<file path="src/rtl/seg_xlate_pkg.sv">
package seg_xlate_pkg;
    localparam int ADDR_W       = 32;
    localparam int LIMIT_W      = 20;
    localparam int SEL_W        = 16;
    localparam int GRAN_SHIFT   = ADDR_W - LIMIT_W;   // 4 KiB units
    localparam int REAL_SHIFT   = 4;
    localparam int RPL_W        = 2;
    localparam int IDX_LSB      = 3;

    typedef enum logic [1:0] {
        ST_IDLE  = 2'd0,
        ST_GRANT = 2'd1,
        ST_DENY  = 2'd2
    } rsp_state_e;

    typedef struct packed {
        logic [SEL_W-1:0]   sel;
        logic [ADDR_W-1:0]  base;
        logic [LIMIT_W-1:0] limit;
        logic               gran;
    } seg_cache_t;
endpackage

</file>
<file path="src/rtl/seg_shadow_reg.sv">
module seg_shadow_reg
    import seg_xlate_pkg::*;
(
    input  logic                clk,
    input  logic                rst_n,
    input  logic                load_i,
    input  logic [SEL_W-1:0]    sel_i,
    input  logic [ADDR_W-1:0]   base_i,
    input  logic [LIMIT_W-1:0]  limit_i,
    input  logic                gran_i,
    output seg_cache_t          cache_o,
    output logic                null_o
);
    seg_cache_t cache_q;

    always_ff @(posedge clk or negedge rst_n) begin
        if (!rst_n) begin
            cache_q <= '0;
        end else if (load_i) begin
            cache_q <= '{sel: sel_i, base: base_i, limit: limit_i, gran: gran_i};
        end
    end

    assign cache_o = cache_q;
    // index field all zero marks the null selector
    assign null_o  = (cache_q.sel[SEL_W-1:IDX_LSB] == '0);
endmodule

</file>
<file path="src/rtl/seg_limit_chk.sv">
module seg_limit_chk
    import seg_xlate_pkg::*;
(
    input  logic [LIMIT_W-1:0]  limit_i,
    input  logic                gran_i,
    input  logic [ADDR_W-1:0]   offset_i,
    output logic                in_range_o
);
    logic [ADDR_W-1:0] eff_limit;

    // scaled limit fills the low bits with ones so the compare stays inclusive
    always_comb begin
        if (gran_i) begin
            eff_limit = {limit_i, {GRAN_SHIFT{1'b1}}};
        end else begin
            eff_limit = ADDR_W'(limit_i);
        end
        in_range_o = (offset_i <= eff_limit);
    end
endmodule

</file>
<file path="src/rtl/seg_addr_gen.sv">
module seg_addr_gen
    import seg_xlate_pkg::*;
(
    input  logic                real_mode_i,
    input  logic [SEL_W-1:0]    sel_i,
    input  logic [ADDR_W-1:0]   base_i,
    input  logic [ADDR_W-1:0]   offset_i,
    output logic [ADDR_W-1:0]   lin_o
);
    logic [ADDR_W-1:0] seg_origin;

    always_comb begin
        if (real_mode_i) begin
            seg_origin = ADDR_W'({sel_i, {REAL_SHIFT{1'b0}}});
        end else begin
            seg_origin = base_i;
        end
        lin_o = seg_origin + offset_i;   // wraps modulo 2^ADDR_W
    end
endmodule

</file>
<file path="src/rtl/seg_xlate_unit.sv">
module seg_xlate_unit
    import seg_xlate_pkg::*;
(
    input  logic                clk,
    input  logic                rst_n,
    input  logic                real_mode_i,
    input  logic                seg_load_i,
    input  logic [15:0]         seg_sel_i,
    input  logic [31:0]         seg_base_i,
    input  logic [19:0]         seg_limit_i,
    input  logic                seg_gran_i,
    input  logic                req_valid_i,
    input  logic [31:0]         req_offset_i,
    output logic                rsp_valid_o,
    output logic [31:0]         rsp_addr_o,
    output logic                rsp_fault_o,
    output logic [15:0]         rsp_err_o
);
    localparam logic [SEL_W-1:0] RPL_CLR = ~SEL_W'((1 << RPL_W) - 1);

    seg_cache_t         cache;
    logic               seg_null;
    logic               in_range;
    logic [ADDR_W-1:0]  lin_addr;
    logic               access_ok;
    logic [SEL_W-1:0]   err_code;

    rsp_state_e         state_q, state_d;
    logic [ADDR_W-1:0]  addr_q;
    logic [SEL_W-1:0]   err_q;

    seg_shadow_reg u_cache (
        .clk     (clk),
        .rst_n   (rst_n),
        .load_i  (seg_load_i),
        .sel_i   (seg_sel_i),
        .base_i  (seg_base_i),
        .limit_i (seg_limit_i),
        .gran_i  (seg_gran_i),
        .cache_o (cache),
        .null_o  (seg_null)
    );

    seg_limit_chk u_limit (
        .limit_i    (cache.limit),
        .gran_i     (cache.gran),
        .offset_i   (req_offset_i),
        .in_range_o (in_range)
    );

    seg_addr_gen u_addr (
        .real_mode_i (real_mode_i),
        .sel_i       (cache.sel),
        .base_i      (cache.base),
        .offset_i    (req_offset_i),
        .lin_o       (lin_addr)
    );

    // real mode skips every check; protected needs a non-null, in-range access
    always_comb begin
        access_ok = real_mode_i || (!seg_null && in_range);
        err_code  = seg_null ? '0 : (cache.sel & RPL_CLR);
    end

    // next-state decision
    always_comb begin
        state_d = ST_IDLE;
        unique case (state_q)
            ST_IDLE, ST_GRANT, ST_DENY: begin
                if (req_valid_i) begin
                    state_d = access_ok ? ST_GRANT : ST_DENY;
                end else begin
                    state_d = ST_IDLE;
                end
            end
            default: state_d = ST_IDLE;
        endcase
    end

    // state register with its response payload
    always_ff @(posedge clk or negedge rst_n) begin
        if (!rst_n) begin
            state_q <= ST_IDLE;
            addr_q  <= '0;
            err_q   <= '0;
        end else begin
            state_q <= state_d;
            addr_q  <= (state_d == ST_GRANT) ? lin_addr : '0;
            err_q   <= (state_d == ST_DENY)  ? err_code : '0;
        end
    end

    // outputs decoded from the state
    always_comb begin
        rsp_valid_o = 1'b0;
        rsp_fault_o = 1'b0;
        rsp_addr_o  = '0;
        rsp_err_o   = '0;
        unique case (state_q)
            ST_IDLE: ;
            ST_GRANT: begin
                rsp_valid_o = 1'b1;
                rsp_addr_o  = addr_q;
            end
            ST_DENY: begin
                rsp_fault_o = 1'b1;
                rsp_err_o   = err_q;
            end
            default: ;
        endcase
    end
endmodule

</file>
<file path="config.mk">
export PLATFORM = sky130hd
export DESIGN_NAME = seg_xlate_unit
export DESIGN_NICKNAME = d
export VERILOG_FILES = /design/src/rtl/seg_xlate_pkg.sv /design/src/rtl/seg_shadow_reg.sv /design/src/rtl/seg_limit_chk.sv /design/src/rtl/seg_addr_gen.sv /design/src/rtl/seg_xlate_unit.sv
export SDC_FILE = /design/constraint.sdc
export NUM_CORES = 1
export LEC_CHECK = 0
export CAP_MARGIN = 25
export CORE_MARGIN = 1
export CORE_UTILIZATION = 40
export DETAILED_ROUTE_END_ITERATION = 16
export HOLD_SLACK_MARGIN = 0.15
export PLACE_DENSITY = 0.62
export SYNTH_ARGS = -nofsm -noshare
export SYNTH_HDL_FRONTEND = slang
export SYNTH_HIERARCHICAL = 1
export SYNTH_SLANG_ARGS = --single-unit
export TNS_END_PERCENT = 100
</file>
<file path="constraint.sdc">
create_clock -name clk -period 4.6 [get_ports clk]
set_clock_uncertainty 0.05 [all_clocks]
set_input_delay 0.92 -clock clk [delete_from_list [all_inputs] [get_ports clk]]
set_output_delay 0.92 -clock clk [all_outputs]
set_load 0.01 [all_outputs]
</file>
### Yosys cells after proc, flatten, opt, wreduce, memory -nomap -nowiden

Index checks and enable logic that the tools add are counted.

| storage, ports and cells | value |
|---|---|
| bits in registers | 119 |
| output and inout bits | 50 |
| logic and storage cells | 31 |

| cells by class | value |
|---|---|
| add/subtract/negate cells | 1 |
| magnitude comparators | 1 |
| equality and inequality tests | 4 |
| muxes and demuxes | 12 |
| reductions and logical operators | 6 |

Operators by type and width:

| cell | number |
|---|---|
| 32-bit 2-to-1 mux | 4 |
| 16-bit 2-to-1 mux | 3 |
| 32-bit adder | 1 |
| 32-bit less-or-equal comparator | 1 |
| 13-bit zero test | 1 |
| 2-bit 2-to-1 mux | 3 |
| 2-bit by 1-bit equality test with 1-bit output (second input constant) | 2 |
| 2-bit equality test (second input constant) | 2 |
| 3-bit OR reduction | 1 |
| 2-bit zero test | 1 |
| 1-bit 2-to-1 mux | 2 |
| 1-bit logical AND | 1 |
| 1-bit zero test | 1 |
| 1-bit logical OR | 1 |

### Longest topological paths before layout

Gate-level depths: netlist (run 1).

| logic depth | value |
|---|---|
| depth after elaboration | 9 |
| depth in mapped cells | 13 |

### Cells and area by module

Netlist (run 1), hierarchy kept.

Modules (own cells, without submodules):

| module | times used | cells each | area each (µm²) |
|---|---|---|---|
| seg_shadow_reg | 1 | 151 | 2633.8 |
| seg_xlate_unit | 1 | 202 | 2282.2 |
| seg_addr_gen | 1 | 280 | 2010.7 |
| seg_limit_chk | 1 | 120 | 904.6 |

### Least setup slack after synthesis (run 1)

No wires, ideal clock.

| path | value |
|---|---|
| path kind | in2reg |
| from | in real_mode_i |
| to | reg addr_q[28] |
| setup time | 0.087 ns |
| arrival time | 3.685 ns |
| slack | 0.778 ns |
| stages on the path | 13 |
| buffers on the path | 2 |
| cell sequence | buf_1 -> mux2_2 -> ha_1 -> buf_6 -> a21oi_4 -> nand2_1 -> a2111o_1 -> a211oi_1 -> o31ai_1 -> a221oi_1 -> xnor2_1 -> inv_1 -> a211oi_2 |

| on the way | value |
|---|---|
| elaborated cells on any way between the ends | 8 |

RTL lines:

| what | line | source |
|---|---|---|
| start: declaration | seg_xlate_unit.sv:6 | `input logic real_mode_i,` |
| 32-bit 2-to-1 mux | seg_addr_gen.sv:13 | `if (real_mode_i) begin` |
| 32-bit adder | seg_addr_gen.sv:18 | `lin_o = seg_origin + offset_i;` |
| named net lin_addr[28] | seg_xlate_unit.sv:24 | `logic [ADDR_W-1:0] lin_addr;` |
| 32-bit 2-to-1 mux | seg_xlate_unit.sv:88 | `addr_q <= (state_d == ST_GRANT) ? lin_addr : '0;` |
| end signal: assignment | seg_xlate_unit.sv:88 |  |
| end: declaration | seg_xlate_unit.sv:29 | `logic [ADDR_W-1:0] addr_q;` |

The timed path passes the listed nets, and every way through them passes these cells.
A chain may end at the register's enable or synchronous reset.

### Worst setup path in the final report (run 1)

Ends and elaborated chain as after synthesis.

==> flow_summary.ini, run 1 <==
[detailed_routing]
route.detailed.drc = 0
drtAntennaViolNets = 0
first_pass_iters = 5
vias = 6041
via_per_inst = 5.14
wl_um = 20300
drt_iter0_drc = 317
wl_per_cell_um = 17.3

[global_routing]
overflow = 0
track_usage = 0.213
grt_max_degree = 70
grt_pass1_vias = 5942
antenna_found_initial = 0
grt_pass1_wl_um = 32600

[yosys]
synth_cell_types = 66
yosysWarnings = 6
syn_area_mm2 = 0.00783
syn_inst = 753
synth-edff-count = 0
ys_ff_latch = 117
synth.largest_area_cell = dfrtp_1
synth_top_area_frac = 0.374
syn_avg_cell_area_um2 = 10.4
async_reset_ff_frac = 1.00
yosysSeqAreaShare = 0.374
synthFlopType = dfrtp_1
yosys-top-cells-area = dfrtp_1, mux2_2, ha_1, and2_1, a21oi_1

[clock_tree]
cts_buffers = 17
cts_tree = yes
cts.sinks = 117
cts_setup_buffers = 0
ctsHoldBuffers = 0
cts_max_level = 4
cts_resized = 0
clkLatencyLatePin_ns = 0.42
clock_path_buffers = 2
path_clk_slew_ns = 0.06
cts_root_buffer = clkbuf_16

[cells_and_area]
num-nets-final = 1073
final_common_cell = clkdlybuf4s50_1
area_growth_pct = 30.2
diodes = 0
utilization = 0.538
layout_common_cells = clkdlybuf4s50_1, dfrtp_1, mux2_2, ha_1, a21oi_1
drive_above_1_share = 0.187
fin_area_mm2 = 0.0102

[timing]
fmax_mhz = 245
fin_crit_ns = 4.09
max_slew_margin = 0.378
fin_setup_tns_ns = 0
maxSlewViolCount = 0
setup-violations-final = 0
rsz0062_at_grt = no
finalHoldViolations = 0
finalCritPeriodShare = 0.888
worst_pin_slew_ns = 0.933

[floorplanning]
die_y_um = 142
fp-row-count = 50
io_pins = 156
die_area_mm2 = 0.0201
die-width_um = 142
fp.coreArea_mm2 = 0.0190
initial_core_util = 0.413

[worst_setup_path]
end_kind = flip-flop
path_class = input port to flip-flop
crit_required_ns = 4.89
crit_arrival_ns = 4.37
path_max_fanout = 22
startpoint_type = input port

[place]
place_area_mm2 = 0.00959
portBuffers = 153
gp_congestion = 0.884
dp_hpwl_um = 16300

[min_path]
hp-class = flip-flop to flip-flop

[run]
drv_cap = 0

[run_status]
outcome = finished, final reports clean

[power]
power_density_mw_per_mm2 = 353
ir_drop_uv = 264
leakage_nw = 4.51
[layer usage]
metal	routed length, µm	global-route usage	share of wire
met1	9880	0.302	0.49
met4	310	0.0589	0.015
met3	825	0.0361	0.041
met2	9320	0.335	0.46
met5	0	0	0
[cells by family after synthesis]
family / after synthesis / share of synthesized area
muxes: 93 / 0.137
other: 1 / 0.000479
xor gates and xnor gates: 29 / 0.0324
AOI/OAI and AO/OA: 157 / 0.146
DFF: 117 / 0.374
adders and majority gates: 64 / 0.103
and+or+nand+nor: 213 / 0.156
buffers and inverters: 79 / 0.0506
[critical path: stages]
cell             delay, ns
clkdlybuf4s50_1       0.50
buf_12                0.19
nor2b_1               0.07
ha_1                  0.21
fa_1                  0.39
a211o_1               0.32
a21oi_1               0.18
o21ai_0               0.25
a211oi_1              0.43
o31ai_1               0.19
a221oi_1              0.34
xnor2_1               0.17
inv_1                 0.07
a211oi_2              0.14
[where the power goes]
| group | leakage, nW | total (W) | internal, W | switching, W |
|---|---|---|---|---|
| logic | 2.76 | 0.00101 | 0.000484 | 0.000523 |
| registers | 1.45 | 0.00121 | 0.00114 | 0.0000718 |
| clock network | 0.302 | 0.00138 | 0.000824 | 0.000553 |
| total | 4.51 | 0.00360 | 0.00245 | 0.00115 |
[area by class of cell]
class,count,area (µm²)
Clock buffer,17,425
Clock inverter,15,184
Timing Repair Buffer,171,1680
Fill cell,1731,8760
Sequential cell,117,2930
Tap cell,260,325
Multi-Input combinational cell,558,4510
Inverter,38,143
[flip-flops by register name (all words and copies together), names as in the netlist]
name,flops
addr_q,32
err_q,14
state_q,2
u_cache/cache_o,69
[stage by stage]
step	setup slack [ns]	total power (W)	hold slack [ns]	cells
final	0.513	0.00360	0.450	1176
after global routing	0.271	0.00379	0.463	1176
after CTS	0.522	0.00362	0.451	1176
after detailed placement	0.105	0.00224	0.437	1144
after global placement	0.169	0.00223	0.433	1143
after floorplan	0.778	0.00188	0.423	754
[cell usage after synthesis, drive strengths merged (3+ instances only)]
library cell  count
a311oi            3
nor3              3
a21oi            49
o211ai            5
nand2            39
nand3            10
nor2             41
clkbuf           13
buf              28
mux2i             8
nor3b             3
o21a              3
a221oi            4
xnor2            18
and4              4
nor2b            24
nand4             8
nand2b            5
a31oi             3
ha               63
dfrtp           117
o31ai             3
a211oi           37
and3              3
and2             47
mux2             85
o21bai            3
and4b            14
a21o             10
inv              38
xor2             11
o21ai            23
[worst paths after layout]
kind,endpoint,start,slack [ns],depth (start not counted)
max in group asynchronous,addr_q[22],rst_n,3.00,2
min in group asynchronous,u_cache/cache_o[54],rst_n,0.49,1
min,u_cache/cache_o[49],u_cache/cache_o[49],0.45,1
max,addr_q[28],real_mode_i,0.51,14
max reg2reg,addr_q[0],u_cache/cache_o[0],1.05,11
min reg2reg,u_cache/cache_o[49],u_cache/cache_o[49],0.45,1
Power figures use the tool's default switching activity.
==> run 2, diff against run 1 <==
--- a/config.mk
+++ b/config.mk
@@ -9,7 +9,7 @@
 export CORE_MARGIN = 1
 export CORE_UTILIZATION = 40
 export DETAILED_ROUTE_END_ITERATION = 16
-export HOLD_SLACK_MARGIN = 0.15
+export HOLD_SLACK_MARGIN = 0.05
 export PLACE_DENSITY = 0.62
 export SYNTH_ARGS = -nofsm -noshare
 export SYNTH_HDL_FRONTEND = slang
==> results of run 2 <==
Same layout as run 1: the final DEF is identical, and so are final timing and power.
